`config.mk`:
```
export PLATFORM = sky130hd
export DESIGN_NAME = mp2_mul_top
export DESIGN_NICKNAME = d
export VERILOG_FILES = /design/src/rtl/mp2_pkg.sv /design/src/rtl/mp2_ctrl.sv /design/src/rtl/mp2_datapath.sv /design/src/rtl/mp2_mul_top.sv
export SDC_FILE = /design/constraint.sdc
export NUM_CORES = 1
export LEC_CHECK = 0
export BUFFER_PORTS_ARGS = -buffer_cell sky130_fd_sc_hd__buf_2
export CAP_MARGIN = 20
export CORE_ASPECT_RATIO = 0.7
export CORE_MARGIN = 10
export CORE_UTILIZATION = 45
export CTS_BUF_LIST = sky130_fd_sc_hd__clkbuf_8
export DETAILED_ROUTE_END_ITERATION = 10
export GPL_TIMING_DRIVEN = 0
export PLACE_DENSITY = 0.73
export SYNTH_ARGS = -nofsm -noshare
export SYNTH_HDL_FRONTEND = slang
export SYNTH_HIERARCHICAL = 1
export SYNTH_SLANG_ARGS = --single-unit
```
`constraint.sdc`:
```
create_clock -name clk -period 5 [get_ports clk]
set_clock_uncertainty 0.2 [all_clocks]
set_input_delay 0.5 -clock clk [delete_from_list [all_inputs] [get_ports clk]]
set_output_delay 0.5 -clock clk [all_outputs]
set_load 0.03 [all_outputs]
```
`src/rtl/mp2_pkg.sv`:
```
package mp2_pkg;

  // Strobes from control to datapath
  typedef struct packed {
    logic captureIn;  // load stage 1 from the ports
    logic advance;    // load stage 2 (result register)
    logic shiftPath;  // beat being captured uses shift-add
  } mp2Strobes_t;

endpackage

```
`src/rtl/mp2_ctrl.sv`:
```
module mp2_ctrl
  import mp2_pkg::*;
(
  input  logic        clk,
  input  logic        rstN,
  input  logic        layerStart,
  input  logic        modeSel,
  input  logic        inValid,
  output logic        inReady,
  output logic        outValid,
  output mp2Strobes_t strobes
);

  logic readyReg;
  logic modeReg;     // 1 = shift-add, 0 = multiply
  logic stage1Vld;
  logic stage2Vld;
  logic accept;
  logic effMode;

  assign accept  = inValid && readyReg;
  assign effMode = layerStart ? modeSel : modeReg;

  always_ff @(posedge clk) begin
    if (!rstN) begin
      readyReg  <= 1'b0;
      modeReg   <= 1'b0;
      stage1Vld <= 1'b0;
      stage2Vld <= 1'b0;
    end else begin
      readyReg  <= 1'b1;
      if (layerStart) modeReg <= modeSel;
      stage1Vld <= accept;
      stage2Vld <= stage1Vld;
    end
  end

  assign inReady           = readyReg;
  assign outValid          = stage2Vld;
  assign strobes.captureIn = accept;
  assign strobes.advance   = stage1Vld;
  assign strobes.shiftPath = effMode;


  mode_hold_chk: assert property (@(posedge clk) disable iff (!rstN)
    !layerStart |=> $stable(modeReg));


  latency_chk: assert property (@(posedge clk) disable iff (!rstN)
    outValid == $past(inValid && inReady, 2));


  ready_after_reset_chk: assert property (@(posedge clk) disable iff (!rstN)
    $past(rstN) |-> inReady);

endmodule

```
`src/rtl/mp2_datapath.sv`:
```
module mp2_datapath
  import mp2_pkg::*;
#(
  parameter int ACT_W  = 16,
  parameter int PRI_W  = 3,
  parameter int SEC_W  = 2,
  parameter int PROD_W = 24
) (
  input  logic                     clk,
  input  logic                     rstN,
  input  mp2Strobes_t              strobes,
  input  logic signed [ACT_W-1:0]  actIn,
  input  logic [PRI_W+SEC_W:0]     wgtIn,
  output logic signed [PROD_W-1:0] productOut
);

  localparam int WGT_W  = 1 + PRI_W + SEC_W;
  localparam int SIGN_B = WGT_W - 1;
  localparam int MUL_W  = ACT_W + WGT_W;
  localparam int NTERM  = 2;
  localparam int FW  [NTERM] = '{SEC_W, PRI_W};
  localparam int FLO [NTERM] = '{0, SEC_W};

  logic signed [PROD_W-1:0] extAct;
  logic signed [PROD_W-1:0] termNext [NTERM];
  logic signed [PROD_W-1:0] termReg  [NTERM];
  logic                     negReg;
  logic                     shiftReg;
  logic signed [ACT_W-1:0]  actReg;
  logic signed [WGT_W-1:0]  wgtReg;
  logic signed [MUL_W-1:0]  mulFull;
  logic signed [PROD_W-1:0] mulExt;
  logic signed [PROD_W-1:0] magSum;
  logic signed [PROD_W-1:0] resultNext;

  assign extAct = {{(PROD_W-ACT_W){actIn[ACT_W-1]}}, actIn};

  // One shifter per weight code field
  for (genvar g = 0; g < NTERM; g++) begin : gTerm
    localparam int CW = FW[g];
    logic [CW-1:0] code;
    assign code = wgtIn[FLO[g] +: CW];
    always_comb begin
      if (code == '0) termNext[g] = '0;
      else            termNext[g] = extAct <<< (code - 1'b1);
    end
  end

  always_ff @(posedge clk) begin
    if (!rstN) begin
      for (int i = 0; i < NTERM; i++) termReg[i] <= '0;
      negReg   <= 1'b0;
      shiftReg <= 1'b0;
      actReg   <= '0;
      wgtReg   <= '0;
    end else if (strobes.captureIn) begin
      for (int i = 0; i < NTERM; i++) termReg[i] <= termNext[i];
      negReg   <= wgtIn[SIGN_B];
      shiftReg <= strobes.shiftPath;
      actReg   <= actIn;
      wgtReg   <= wgtIn;
    end
  end

  assign mulFull = actReg * wgtReg;
  assign mulExt  = {{(PROD_W-MUL_W){mulFull[MUL_W-1]}}, mulFull};

  always_comb begin
    magSum = '0;
    for (int i = 0; i < NTERM; i++) magSum = magSum + termReg[i];
    if (shiftReg) resultNext = negReg ? -magSum : magSum;
    else          resultNext = mulExt;
  end

  always_ff @(posedge clk) begin
    if (!rstN)                productOut <= '0;
    else if (strobes.advance) productOut <= resultNext;
  end


  zero_code_chk: assert property (@(posedge clk) disable iff (!rstN)
    (strobes.captureIn && strobes.shiftPath && wgtIn[SIGN_B-1:0] == '0)
      |=> ##1 (productOut == '0));


  sign_apply_chk: assert property (@(posedge clk) disable iff (!rstN)
    (strobes.captureIn && strobes.shiftPath && wgtIn[SIGN_B] && !actIn[ACT_W-1])
      |=> ##1 (productOut <= 0));


  no_overflow_chk: assert property (@(posedge clk) disable iff (!rstN)
    (strobes.captureIn && strobes.shiftPath && actIn[ACT_W-1] && !wgtIn[SIGN_B]
      && wgtIn[SIGN_B-1:0] != '0) |=> ##1 (productOut < 0));

endmodule

```
`src/rtl/mp2_mul_top.sv`:
```
module mp2_mul_top
  import mp2_pkg::*;
#(
  parameter int ACT_W  = 16,
  parameter int PRI_W  = 3,
  parameter int SEC_W  = 2,
  parameter int PROD_W = 24
) (
  input  logic                     clk,
  input  logic                     rstN,
  input  logic                     layerStart,
  input  logic                     modeSel,
  input  logic                     inValid,
  output logic                     inReady,
  input  logic signed [ACT_W-1:0]  actIn,
  input  logic [PRI_W+SEC_W:0]     wgtIn,
  output logic                     outValid,
  output logic signed [PROD_W-1:0] productOut
);

  mp2Strobes_t strobes;

  mp2_ctrl u_ctrl (
    .clk        (clk),
    .rstN       (rstN),
    .layerStart (layerStart),
    .modeSel    (modeSel),
    .inValid    (inValid),
    .inReady    (inReady),
    .outValid   (outValid),
    .strobes    (strobes)
  );

  mp2_datapath #(
    .ACT_W  (ACT_W),
    .PRI_W  (PRI_W),
    .SEC_W  (SEC_W),
    .PROD_W (PROD_W)
  ) u_dp (
    .clk        (clk),
    .rstN       (rstN),
    .strobes    (strobes),
    .actIn      (actIn),
    .wgtIn      (wgtIn),
    .productOut (productOut)
  );

endmodule

```
==> results of run 1 <==
-- state kept, by name, summed over array words and instances, names as in the netlist --
| name | count |
|---|---|
| u_ctrl/stage1Vld | 1 |
| u_dp/productOut | 24 |
| u_dp/negReg | 1 |
| u_dp/termReg | 42 |
| u_ctrl/modeReg | 1 |
| u_ctrl/outValid | 1 |
| u_dp/shiftReg | 1 |
| u_dp/wgtReg | 5 |
| u_dp/actReg | 16 |
| u_ctrl/inReady | 1 |
-- worst paths after layout --
kind,start,endpoint,slack [ns]
worst max-delay path,u_dp/negReg$_SDFFE_PN0P_,u_dp/productOut[20]$_SDFFE_PN0P_,-0.09
worst min-delay path,wgtIn[5],u_dp/negReg$_SDFFE_PN0P_,0.19
worst max register to register,u_dp/negReg$_SDFFE_PN0P_,u_dp/productOut[20]$_SDFFE_PN0P_,-0.09
worst min register to register,u_dp/productOut[17]$_SDFFE_PN0P_,u_dp/productOut[17]$_SDFFE_PN0P_,0.28
-- power by group through the flow --
stage | combinational [mW] | clock (mW) | sequential (mW)
global placement | 0.564 | 0 | 0.882
detailed placement | 0.575 | 0 | 0.881
CTS | 0.601 | 0.526 | 0.862
global route | 0.674 | 0.562 | 0.867
floorplan | 0.406 | 0 | 0.879
finish | 0.619 | 0.517 | 0.864
-- synth_stat cells (all sizes together) (18+ instances only) --
| cell | count | area share, % |
|---|---|---|
| o21ai | 59 | 3.2 |
| nand3 | 19 | 1.0 |
| mux2 | 18 | 2.2 |
| xor2 | 21 | 2.0 |
| clkbuf | 29 | 1.4 |
| a21oi | 65 | 3.6 |
| ha | 68 | 9.1 |
| nand2 | 61 | 2.5 |
| nor2 | 96 | 3.9 |
| and2 | 83 | 5.7 |
| dfxtp | 51 | 11 |
| nor2b | 20 | 1.3 |
| inv | 51 | 2.1 |
| edfxtp | 42 | 14 |
| fa | 67 | 14 |
| xnor2 | 30 | 2.8 |
| mux2i | 43 | 4.6 |
-- cell type report --
class,instances,area [um^2]
Antenna cell,1,2.50
Buffer,43,302
Clock buffer,9,124
Clock inverter,7,77.6
Fill cell,1788,9470
Inverter,55,219
Multi-Input combinational cell,803,6820
Sequential cell,93,2310
Tap cell,270,338
Timing Repair Buffer,71,418
-- cells by family after synthesis --
group / synth area share [%]
compound gates: 14.8
xor+xnor: 4.79
fa+ha+maj: 23.5
mux: 9.74
simple gates: 18.0
buf+inv: 4.65
flops: 24.5
-- tightest hold or removal path: stages --
cell and delay, ns:
sky130_fd_sc_hd__buf_2 0.11, sky130_fd_sc_hd__mux2i_1 0.07, sky130_fd_sc_hd__nor2_1 0.07
-- per-layer routing --
| metal | routed length [um] | vias to the layer above | track usage [%] |
|---|---|---|---|
| met4 | 414 | 0 | 4.23 |
| met3 | 2700 | 31 | 5.11 |
| li1 | - | 3660 | - |
| met5 | 0 | - | 0 |
| met1 | 12900 | 3619 | 30.2 |
| met2 | 9600 | 338 | 23.7 |
-- timing repair --
action	in CTS	in global routing
buffers inserted	14	5
pin swaps	32	17
gates resized for setup	48	29
endpoints found under the setup margin	15	9
==> results.json, run 1 <==
{
  "status": "finished, violations left",
  "failing_checks": "negative setup slack",
  "cp.arrival_ns": 5.17,
  "number_of_warning_messages_in_the_yosys_log": 6,
  "period_needed_ns": 5.09,
  "fin_crit_sh_pct": 102,
  "initialDrtViolationCount": 709,
  "critical-path-max-stage-delay_ns": 0.63,
  "fin_worst_hold_slack_ns": 0.194,
  "crit_path_top_delay_cell": "sky130_fd_sc_hd__fa_2",
  "postCtsHoldBufs": 0,
  "io_buffers": 51,
  "grt_pass1_wl_um": 40100,
  "critical_path_cell_count": 20,
  "die_area_mm2": 0.0270,
  "setup_viol": 4,
  "cts-buffers-inserted": 9,
  "max-slew-margin-rel_pct": 46.1,
  "reg2reg_depth": 20,
  "clockBufferDepth": 2,
  "timing.hold.worst.class": "input pin to register",
  "maximum_clock_frequency_mhz": 196,
  "synth.ff_latch_count": 93,
  "netSwitchingFraction_pct": 36.1,
  "whs_path_depth": 3,
  "final_design_area_no_fill_mm2": 0.0106,
  "num_rows": 43,
  "cts-root-buf": "sky130_fd_sc_hd__clkbuf_8",
  "p_int_mw": 1.28,
  "cts.htree.levels": 3,
  "dpl_worst_slack_ns": -0.713,
  "power.sequential.fraction_pct": 43.2,
  "effective_utilization_at_floorplan_pct": 46.4,
  "synth_sequential_area_ratio_pct": 24.5,
  "rsz0062_at_grt": "yes",
  "routedWlPerCell_um": 19.0,
  "end_kind": "register",
  "layout.cells.most_common": "sky130_fd_sc_hd__nor2_1",
  "clk_pin_slew_worst_paths_ns": 0.10,
  "drt-vias-per-instance": 5.66,
  "number_of_synthesized_flops_with_an_enable_pin": 42,
  "number_of_antenna_violations_at_the_first_check_in_global_routing": 1,
  "path_max_fanout": 10,
  "synth_nets": 1156,
  "placed_area_mm2": 0.00997,
  "core_region_area_mm2": 0.0201,
  "io-pin-count": 53,
  "worstSetupPathType": "register to register",
  "overflow": 0,
  "fp.dieW_um": 192,
  "critPathTopFamily": "adder cells",
  "via_count": 7648,
  "total_power_mw": 2.00,
  "worst_ir_drop_vdd_v": 0.000125,
  "synth.distinct_cells": 75,
  "combPwrFrac_pct": 31.0,
  "globalplace.congestion": 0.912,
  "maxSlewViolCount": 0,
  "fin_tns_setup_ns": -0.193,
  "cts_num_sinks": 93,
  "final_setup_margin_ns": -0.0922,
  "synthesis.area_per_instance_um2": 9.37,
  "synth_area_mm2": 0.00932,
  "detail_route.wirelength_um": 25600,
  "nNetsFinal": 1238,
  "largest_net_degree_at_the_start_of_global_routing": 41,
  "drtPass1Iterations": 5,
  "dpl.hpwl_um": 20500,
  "slew_at_the_pin_with_the_worst_max_slew_slack_ns": 0.809,
  "die_height_um": 140,
  "post-place-cells": 1316,
  "drive_gt1_share_pct": 19.7,
  "cap_viol_max_count": 0,
  "clkLatencyLatePin_ns": 0.40,
  "area_delta_synth_final_pct": 13.8,
  "post-route-drc-count": 0,
  "number_of_global_route_vias_before_repair": 7004,
  "most-common-layout-cells": "sky130_fd_sc_hd__nor2_1, sky130_fd_sc_hd__and2_1, sky130_fd_sc_hd__fa_1",
  "worst_setup_path_start_kind": "register",
  "critical_path.n_buffers_inverters": 3,
  "number_of_standard_cells_after_synthesis": 994,
  "instances_no_fill": 1352,
  "crit_required_ns": 5.08,
  "synth_top_flop_cell": "sky130_fd_sc_hd__dfxtp_1",
  "async_flop_share_pct": 0,
  "cellLeakagePower_nw": 4.70,
  "power_density_mw_per_mm2": 189,
  "tritoncts": "built",
  "final_util_pct": 52.8,
  "clkPwrFrac_pct": 25.9,
  "drtAntennaViolNets": 0,
  "grt_usage_pct": 18.8,
  "hold_violations": 0,
  "critical_path.cell_chain": "buf_8 -> clkinv_8 -> clkbuf_16 -> nor2_2 -> fa_1 -> fa_1 -> fa_2 -> ha_1 -> ha_1 -> a21o_1 -> a21oi_1 -> nor2b_1 -> a311oi_2 -> o21ai_1 -> a31o_2 -> a21o_1 -> a21oi_2 -> xnor2_2 -> mux2i_1 -> o21ai_1",
  "net-switching-power_mw": 0.721
}
(Power assumes the default switching activity.)
==> run 2, diff against run 1 <==
--- a/config.mk
+++ b/config.mk
@@ -8,11 +8,12 @@
 export BUFFER_PORTS_ARGS = -buffer_cell sky130_fd_sc_hd__buf_2
 export CAP_MARGIN = 20
 export CORE_ASPECT_RATIO = 0.7
-export CORE_MARGIN = 10
+export CORE_MARGIN = 2
 export CORE_UTILIZATION = 45
 export CTS_BUF_LIST = sky130_fd_sc_hd__clkbuf_8
 export DETAILED_ROUTE_END_ITERATION = 10
 export GPL_TIMING_DRIVEN = 0
+export HOLD_SLACK_MARGIN = 0.1
 export PLACE_DENSITY = 0.73
 export SYNTH_ARGS = -nofsm -noshare
 export SYNTH_HDL_FRONTEND = slang
==> run 2 against run 1 <==
  * The run still ends with negative setup slack left
  * Clock-buffer cell count stayed put
  * Die area is 19% lower
  * Utilization is 1.2 points higher
  * Critical path depth is 1 higher
  * Via count is 3.6% higher
  * Routed wire length is 5.2% higher
  * Power is 1.0% higher
  * Sequential share of layout area is 0.41 points lower
  * Combinational power is 4.4% higher
  * Worst hold slack worse by 0.021 ns
  * Setup slack better by 0.028 ns
  * Critical path type unchanged
  * Largest cell class unchanged
==> results.json, run 2 (synthesis results as in run 1) <==
{
  "worst_setup_path_start_kind": "register",
  "final_setup_margin_ns": -0.0645,
  "num_rows": 43,
  "fin_crit_sh_pct": 101,
  "combPwrFrac_pct": 32.0,
  "drtPass1Iterations": 5,
  "setup_viol": 3,
  "largest-register": "u_dp/termReg",
  "dpl_worst_slack_ns": -0.749,
  "worstSetupPathType": "register to register",
  "maximum_clock_frequency_mhz": 197,
  "cts-buffers-inserted": 9,
  "cap_viol_max_count": 0,
  "clockBufferDepth": 2,
  "timing.hold.worst.class": "input pin to register",
  "routedWlPerCell_um": 19.9,
  "via_count": 7921,
  "cts_num_sinks": 93,
  "placed_area_mm2": 0.00997,
  "hold_violations": 0,
  "drtAntennaViolNets": 0,
  "power_density_mw_per_mm2": 186,
  "io_buffers": 51,
  "failing_checks": "negative setup slack",
  "largest_net_degree_at_the_start_of_global_routing": 42,
  "net-switching-power_mw": 0.735,
  "end_kind": "register",
  "antenna-diode-count": 0,
  "grt_usage_pct": 23.8,
  "io-pin-count": 53,
  "worst_ir_drop_vdd_v": 0.000122,
  "tritoncts": "built",
  "number_of_antenna_violations_at_the_first_check_in_global_routing": 0,
  "max-slew-margin-rel_pct": 43.9,
  "path_max_fanout": 4,
  "grt_pass1_wl_um": 40500,
  "dpl.hpwl_um": 20300,
  "total_power_mw": 2.02,
  "p_int_mw": 1.29,
  "slew_at_the_pin_with_the_worst_max_slew_slack_ns": 0.841,
  "overflow": 0,
  "maxSlewViolCount": 0,
  "netSwitchingFraction_pct": 36.4,
  "drt-vias-per-instance": 5.83,
  "period_needed_ns": 5.06,
  "final_util_pct": 54.0,
  "post-route-drc-count": 0,
  "cts-root-buf": "sky130_fd_sc_hd__clkbuf_8",
  "nNetsFinal": 1246,
  "area_delta_synth_final_pct": 16.3,
  "clkLatencyLatePin_ns": 0.41,
  "die_height_um": 124,
  "most-common-layout-cells": "sky130_fd_sc_hd__nor2_1, sky130_fd_sc_hd__and2_1, sky130_fd_sc_hd__fa_1",
  "globalplace.congestion": 0.916,
  "clkPwrFrac_pct": 25.3,
  "cp.arrival_ns": 5.13,
  "status": "finished, violations left",
  "final_design_area_no_fill_mm2": 0.0108,
  "detail_route.wirelength_um": 27000,
  "effective_utilization_at_floorplan_pct": 46.4,
  "fin_tns_setup_ns": -0.114,
  "core_region_area_mm2": 0.0201,
  "max_ffs_per_register": 42,
  "drive_gt1_share_pct": 22.1,
  "power.sequential.fraction_pct": 42.7,
  "rsz0062_at_grt": "yes",
  "cellLeakagePower_nw": 4.73,
  "crit_required_ns": 5.07,
  "die_area_mm2": 0.0219,
  "largestRegisters": "u_dp/termReg (42), u_dp/productOut (24), u_dp/actReg (16)",
  "number_of_global_route_vias_before_repair": 7131,
  "initialDrtViolationCount": 846,
  "cts.htree.levels": 3,
  "clk_pin_slew_worst_paths_ns": 0.13,
  "fp.dieW_um": 176,
  "layout.cells.most_common": "sky130_fd_sc_hd__nor2_1"
}
[run 2: changes by cell type in the layout (fill, tap and decap cells not counted), moves of 2 or more]
cell	delta
sky130_fd_sc_hd__ha_1	-10
sky130_fd_sc_hd__o21ai_1	-4
sky130_fd_sc_hd__dfxtp_4	+2
sky130_fd_sc_hd__clkbuf_4	-2
sky130_fd_sc_hd__ha_4	+10
sky130_fd_sc_hd__o21ai_2	+4
sky130_fd_sc_hd__nor2_1	-2
sky130_fd_sc_hd__buf_4	+9
[run 2: per-layer routing]
layer	vias up	GRT usage [%]	wire length, um
li1	3678	-	-
met1	3819	38.9	13200
met2	385	31.1	10700
met3	39	5.31	2620
met4	0	5.35	499
met5	-	0	0
[run 2: path summary, 6_finish.rpt]
kind,startpoint,cells past startpoint,slack (ns),to
worst max-delay path,u_dp/wgtReg[0]$_SDFFE_PN0P_,21,-0.06,u_dp/productOut[14]$_SDFFE_PN0P_
worst min-delay path,rstN,1,0.17,u_ctrl/inReady$_DFF_P_
worst max register to register,u_dp/wgtReg[0]$_SDFFE_PN0P_,21,-0.06,u_dp/productOut[14]$_SDFFE_PN0P_
worst min register to register,u_dp/productOut[21]$_SDFFE_PN0P_,1,0.28,u_dp/productOut[21]$_SDFFE_PN0P_
[run 2: metrics by stage]
| stage | cells | hold WS [ns] |
|---|---|---|
| finish | 1359 | 0.173 |
| global route | 1359 | 0.155 |
| CTS | 1354 | 0.156 |
| detailed placement | 1316 | 0.270 |
| global placement | 1315 | 0.263 |
| floorplan | 994 | 0.231 |
[run 2: power by group through the flow]
stage          sequential, mW  combinational (mW)  clock [mW]
6_report                0.863               0.646       0.511
5_1_grt                 0.866               0.691       0.547
4_1_cts                 0.860               0.612       0.517
3_5_place_dp            0.881               0.575           0
3_3_place_gp            0.882               0.562           0
2_1_floorplan           0.879               0.406           0
[run 2: final cells by class]
type / instances / area (um^2)
fill: 1716 / 9230
multi-input combinational: 803 / 7000
sequential: 93 / 2310
timing repair buffer: 79 / 478
tap: 270 / 338
buffer: 43 / 298
inverter: 55 / 219
clock buffer: 9 / 124
clock inverter: 7 / 66.3
[run 2: critical path, cell delays in order (launching register included)]
cell	delay, ns
sky130_fd_sc_hd__dfxtp_4	0.37
sky130_fd_sc_hd__and2_4	0.16
sky130_fd_sc_hd__fa_1	0.54
sky130_fd_sc_hd__inv_2	0.05
sky130_fd_sc_hd__fa_1	0.53
sky130_fd_sc_hd__inv_1	0.05
sky130_fd_sc_hd__fa_1	0.52
sky130_fd_sc_hd__fa_1	0.46
sky130_fd_sc_hd__inv_2	0.08
sky130_fd_sc_hd__fa_2	0.20
sky130_fd_sc_hd__nor2b_2	0.05
sky130_fd_sc_hd__o21ai_2	0.16
sky130_fd_sc_hd__a21boi_2	0.11
sky130_fd_sc_hd__o41ai_4	0.27
sky130_fd_sc_hd__buf_4	0.19
sky130_fd_sc_hd__nor2_1	0.04
sky130_fd_sc_hd__a211o_1	0.24
sky130_fd_sc_hd__a21oi_2	0.16
sky130_fd_sc_hd__xor2_1	0.26
sky130_fd_sc_hd__nor2_1	0.09
sky130_fd_sc_hd__a21oi_2	0.12
sky130_fd_sc_hd__a21oi_1	0.08
[run 2: what timing repair did]
item / in CTS / in global routing
endpoints found under the setup margin: 15 / 11
pin swaps: 33 / 36
hold buffers: 0 / 0
setup buffers: 22 / 5
resized for setup: 58 / 43
==> run 3, diff against run 2 <==
--- a/config.mk
+++ b/config.mk
@@ -9,12 +9,12 @@
 export CAP_MARGIN = 20
 export CORE_ASPECT_RATIO = 0.7
 export CORE_MARGIN = 2
-export CORE_UTILIZATION = 45
+export CORE_UTILIZATION = 47
 export CTS_BUF_LIST = sky130_fd_sc_hd__clkbuf_8
 export DETAILED_ROUTE_END_ITERATION = 10
 export GPL_TIMING_DRIVEN = 0
 export HOLD_SLACK_MARGIN = 0.1
-export PLACE_DENSITY = 0.73
+export PLACE_DENSITY = 0.76
 export SYNTH_ARGS = -nofsm -noshare
 export SYNTH_HDL_FRONTEND = slang
 export SYNTH_HIERARCHICAL = 1
==> run 3 against run 2 <==
  * Non-clock buffer count fell by 9
  * Cell area shrank 1.7%
  * Sequential share of layout area increased by 0.38 points
  * Cell count fell by 0.66%
  * The flow still finishes with violations (negative setup slack)
  * Flip-flop and latch count is the same
  * Die area down 4.1%
  * Largest cell class unchanged
  * Worst hold slack better by 0.021 ns
  * Routed wire length is 4.5% lower
  * Utilization grew 0.27 points
  * Power is 1.7% lower
==> results.json, run 3 (synthesis results as in run 1) <==
{
  "largest-register": "u_dp/termReg",
  "globalplace.congestion": 0.912,
  "dpl.hpwl_um": 20100,
  "max_ffs_per_register": 42,
  "worst_setup_path_start_kind": "register",
  "clk_pin_slew_worst_paths_ns": 0.11,
  "total_area_of_multi_input_combinational_cells_mm2": 0.00689,
  "core_region_area_mm2": 0.0196,
  "status": "finished, violations left",
  "grt_pass1_wl_um": 40200,
  "largestRegisters": "u_dp/termReg (42), u_dp/productOut (24), u_dp/actReg (16)",
  "drtPass1Iterations": 5,
  "routedWlPerCell_um": 19.1,
  "fin_crit_sh_pct": 101,
  "number_of_global_route_vias_before_repair": 7146,
  "die_height_um": 122,
  "n_fill_cell": 1742,
  "largest_net_degree_at_the_start_of_global_routing": 42,
  "r2r_slack_ns": -0.07,
  "cts_num_sinks": 93,
  "critPathMostFrequentCell": "sky130_fd_sc_hd__fa_1",
  "path_max_fanout": 5,
  "crit_required_ns": 5.06,
  "drtAntennaViolNets": 0,
  "detail_route.wirelength_um": 25800,
  "maximum_clock_frequency_mhz": 197,
  "drt-vias-per-instance": 5.83,
  "reg2reg_depth": 19,
  "overflow": 0,
  "clockBufferDepth": 2,
  "grt_usage_pct": 25.2,
  "power_density_mw_per_mm2": 186,
  "maxSlewViolCount": 0,
  "tritoncts": "built",
  "whs_path_depth": 1,
  "post-route-drc-count": 0,
  "cts-root-buf": "sky130_fd_sc_hd__clkbuf_8",
  "nNetsFinal": 1237,
  "fin_tns_setup_ns": -0.155,
  "layout.area.seq_mm2": 0.00231,
  "antenna-diode-count": 0,
  "worst_ir_drop_vdd_v": 0.000124,
  "critPathTopFamily": "adder cells",
  "io-pin-count": 53,
  "hold_path.startpoint": "rstN",
  "layout.cells.most_common": "sky130_fd_sc_hd__nor2_1",
  "via_count": 7876,
  "rsz0062_at_grt": "yes",
  "worstSetupPathType": "register to register",
  "num_rows": 43,
  "critical_path.cell_chain": "and2_4 -> fa_1 -> inv_2 -> fa_1 -> inv_2 -> fa_1 -> fa_1 -> ha_1 -> a21o_1 -> a311o_1 -> o21ai_2 -> o21ai_2 -> nand2_2 -> nand2b_1 -> a21oi_2 -> xor2_1 -> nand2_1 -> o211ai_1 -> a21oi_1",
  "cap_viol_max_count": 0,
  "timing.hold.worst.class": "input pin to register",
  "total_power_mw": 1.99,
  "drive_gt1_share_pct": 20.6,
  "failing_checks": "negative setup slack",
  "period_needed_ns": 5.07,
  "max-slew-margin-rel_pct": 43.8,
  "regToRegStartpoint": "u_dp/wgtReg[2]$_SDFFE_PN0P_",
  "worstReg2RegEnd": "u_dp/productOut[17]$_SDFFE_PN0P_",
  "critical-path-max-stage-delay_ns": 0.56,
  "final_setup_margin_ns": -0.0695,
  "hold_violations": 0,
  "cts-buffers-inserted": 9,
  "most-common-layout-cells": "sky130_fd_sc_hd__nor2_1, sky130_fd_sc_hd__and2_1, sky130_fd_sc_hd__fa_1",
  "initialDrtViolationCount": 900,
  "critical_path.n_buffers_inverters": 2,
  "clkLatencyLatePin_ns": 0.40,
  "effective_utilization_at_floorplan_pct": 47.4,
  "area_delta_synth_final_pct": 14.4,
  "holdPathEnd": "u_ctrl/inReady$_DFF_P_",
  "setup_viol": 4,
  "slew_at_the_pin_with_the_worst_max_slew_slack_ns": 0.843,
  "postCtsHoldBufs": 0,
  "die_area_mm2": 0.0210,
  "crit_path_top_delay_cell": "sky130_fd_sc_hd__fa_1",
  "end_kind": "register",
  "cts.htree.levels": 3,
  "cp.arrival_ns": 5.13,
  "fp.dieW_um": 172,
  "io_buffers": 51,
  "cellLeakagePower_nw": 4.72,
  "number_of_antenna_violations_at_the_first_check_in_global_routing": 0
}
run 3: cell count changes in the layout (fill, tap and decap cells not counted), moves of 2 or more:
cell / change
sky130_fd_sc_hd__buf_4: -10
sky130_fd_sc_hd__fa_1: +2
sky130_fd_sc_hd__fa_2: -2
sky130_fd_sc_hd__ha_2: +2
sky130_fd_sc_hd__ha_1: +9
sky130_fd_sc_hd__ha_4: -11
run 3: final cells by class:
type / count / area share, %
Inverter: 55 / 2.05
Sequential cell: 93 / 21.7
Timing Repair Buffer: 70 / 3.85
Multi-Input combinational cell: 803 / 64.6
Buffer: 43 / 2.81
Clock inverter: 7 / 0.622
Clock buffer: 9 / 1.16
Tap cell: 270 / 3.17
run 3: what timing repair did:
item                                   CTS  global route
buffers inserted                        12             6
gates resized for setup                 54            40
endpoints found under the hold margin    0             0
pin swaps                               32            28
setup endpoints to repair               15            11
run 3: report_power, final:
group | switching, mW | internal (mW)
logic | 0.371 | 0.252
clock network | 0.308 | 0.192
registers | 0.0338 | 0.830
run 3: worst max-delay path by stage:
stage	depth (start not counted)	endpoint	slack [ns]	startpoint
6_report	19	u_dp/productOut[17]$_SDFFE_PN0P_	-0.07	u_dp/wgtReg[2]$_SDFFE_PN0P_
5_1_grt	19	u_dp/productOut[17]$_SDFFE_PN0P_	-0.22	u_dp/wgtReg[2]$_SDFFE_PN0P_
4_1_cts	21	u_dp/productOut[20]$_SDFFE_PN0P_	-0.01	u_dp/negReg$_SDFFE_PN0P_
3_5_place_dp	20	u_dp/productOut[20]$_SDFFE_PN0P_	-0.79	u_dp/wgtReg[4]$_SDFFE_PN0P_
3_3_place_gp	20	u_dp/productOut[20]$_SDFFE_PN0P_	-0.73	u_dp/wgtReg[4]$_SDFFE_PN0P_
2_1_floorplan	21	u_dp/productOut[20]$_SDFFE_PN0P_	0.01	u_dp/negReg$_SDFFE_PN0P_
run 3: routing by layer:
metal	global-route usage, %	vias up	share of wire, %	routed length (um)
li1	-	3661	-	-
met1	40.4	3775	50	12800
met2	34.1	399	39	10100
met3	5.23	41	8.9	2300
met4	5.62	0	1.8	470
met5	0	-	0	0
run 3: per-stage QoR:
step	util (%)	instance area, um^2	hold slack [ns]	instances	setup WS (ns)
finish	54.3	10700	0.194	1350	-0.0695
CTS	53.3	10500	0.173	1344	-0.0107
global route	54.3	10700	0.173	1350	-0.223
global placement	50.7	9950	0.263	1315	-0.733
floorplan	-	9350	0.231	994	0.0106
detailed placement	50.8	9970	0.271	1316	-0.790
run 3: worst register-to-register path: cells and delay by family (launching register included):
| family | cells | cell delay, ns |
|---|---|---|
| compound gates | 7 | 1.20 |
| fa+ha+maj | 5 | 2.38 |
| buf+inv | 2 | 0.09 |
| simple gates | 4 | 0.47 |
| xor+xnor | 1 | 0.23 |
| flops | 1 | 0.37 |
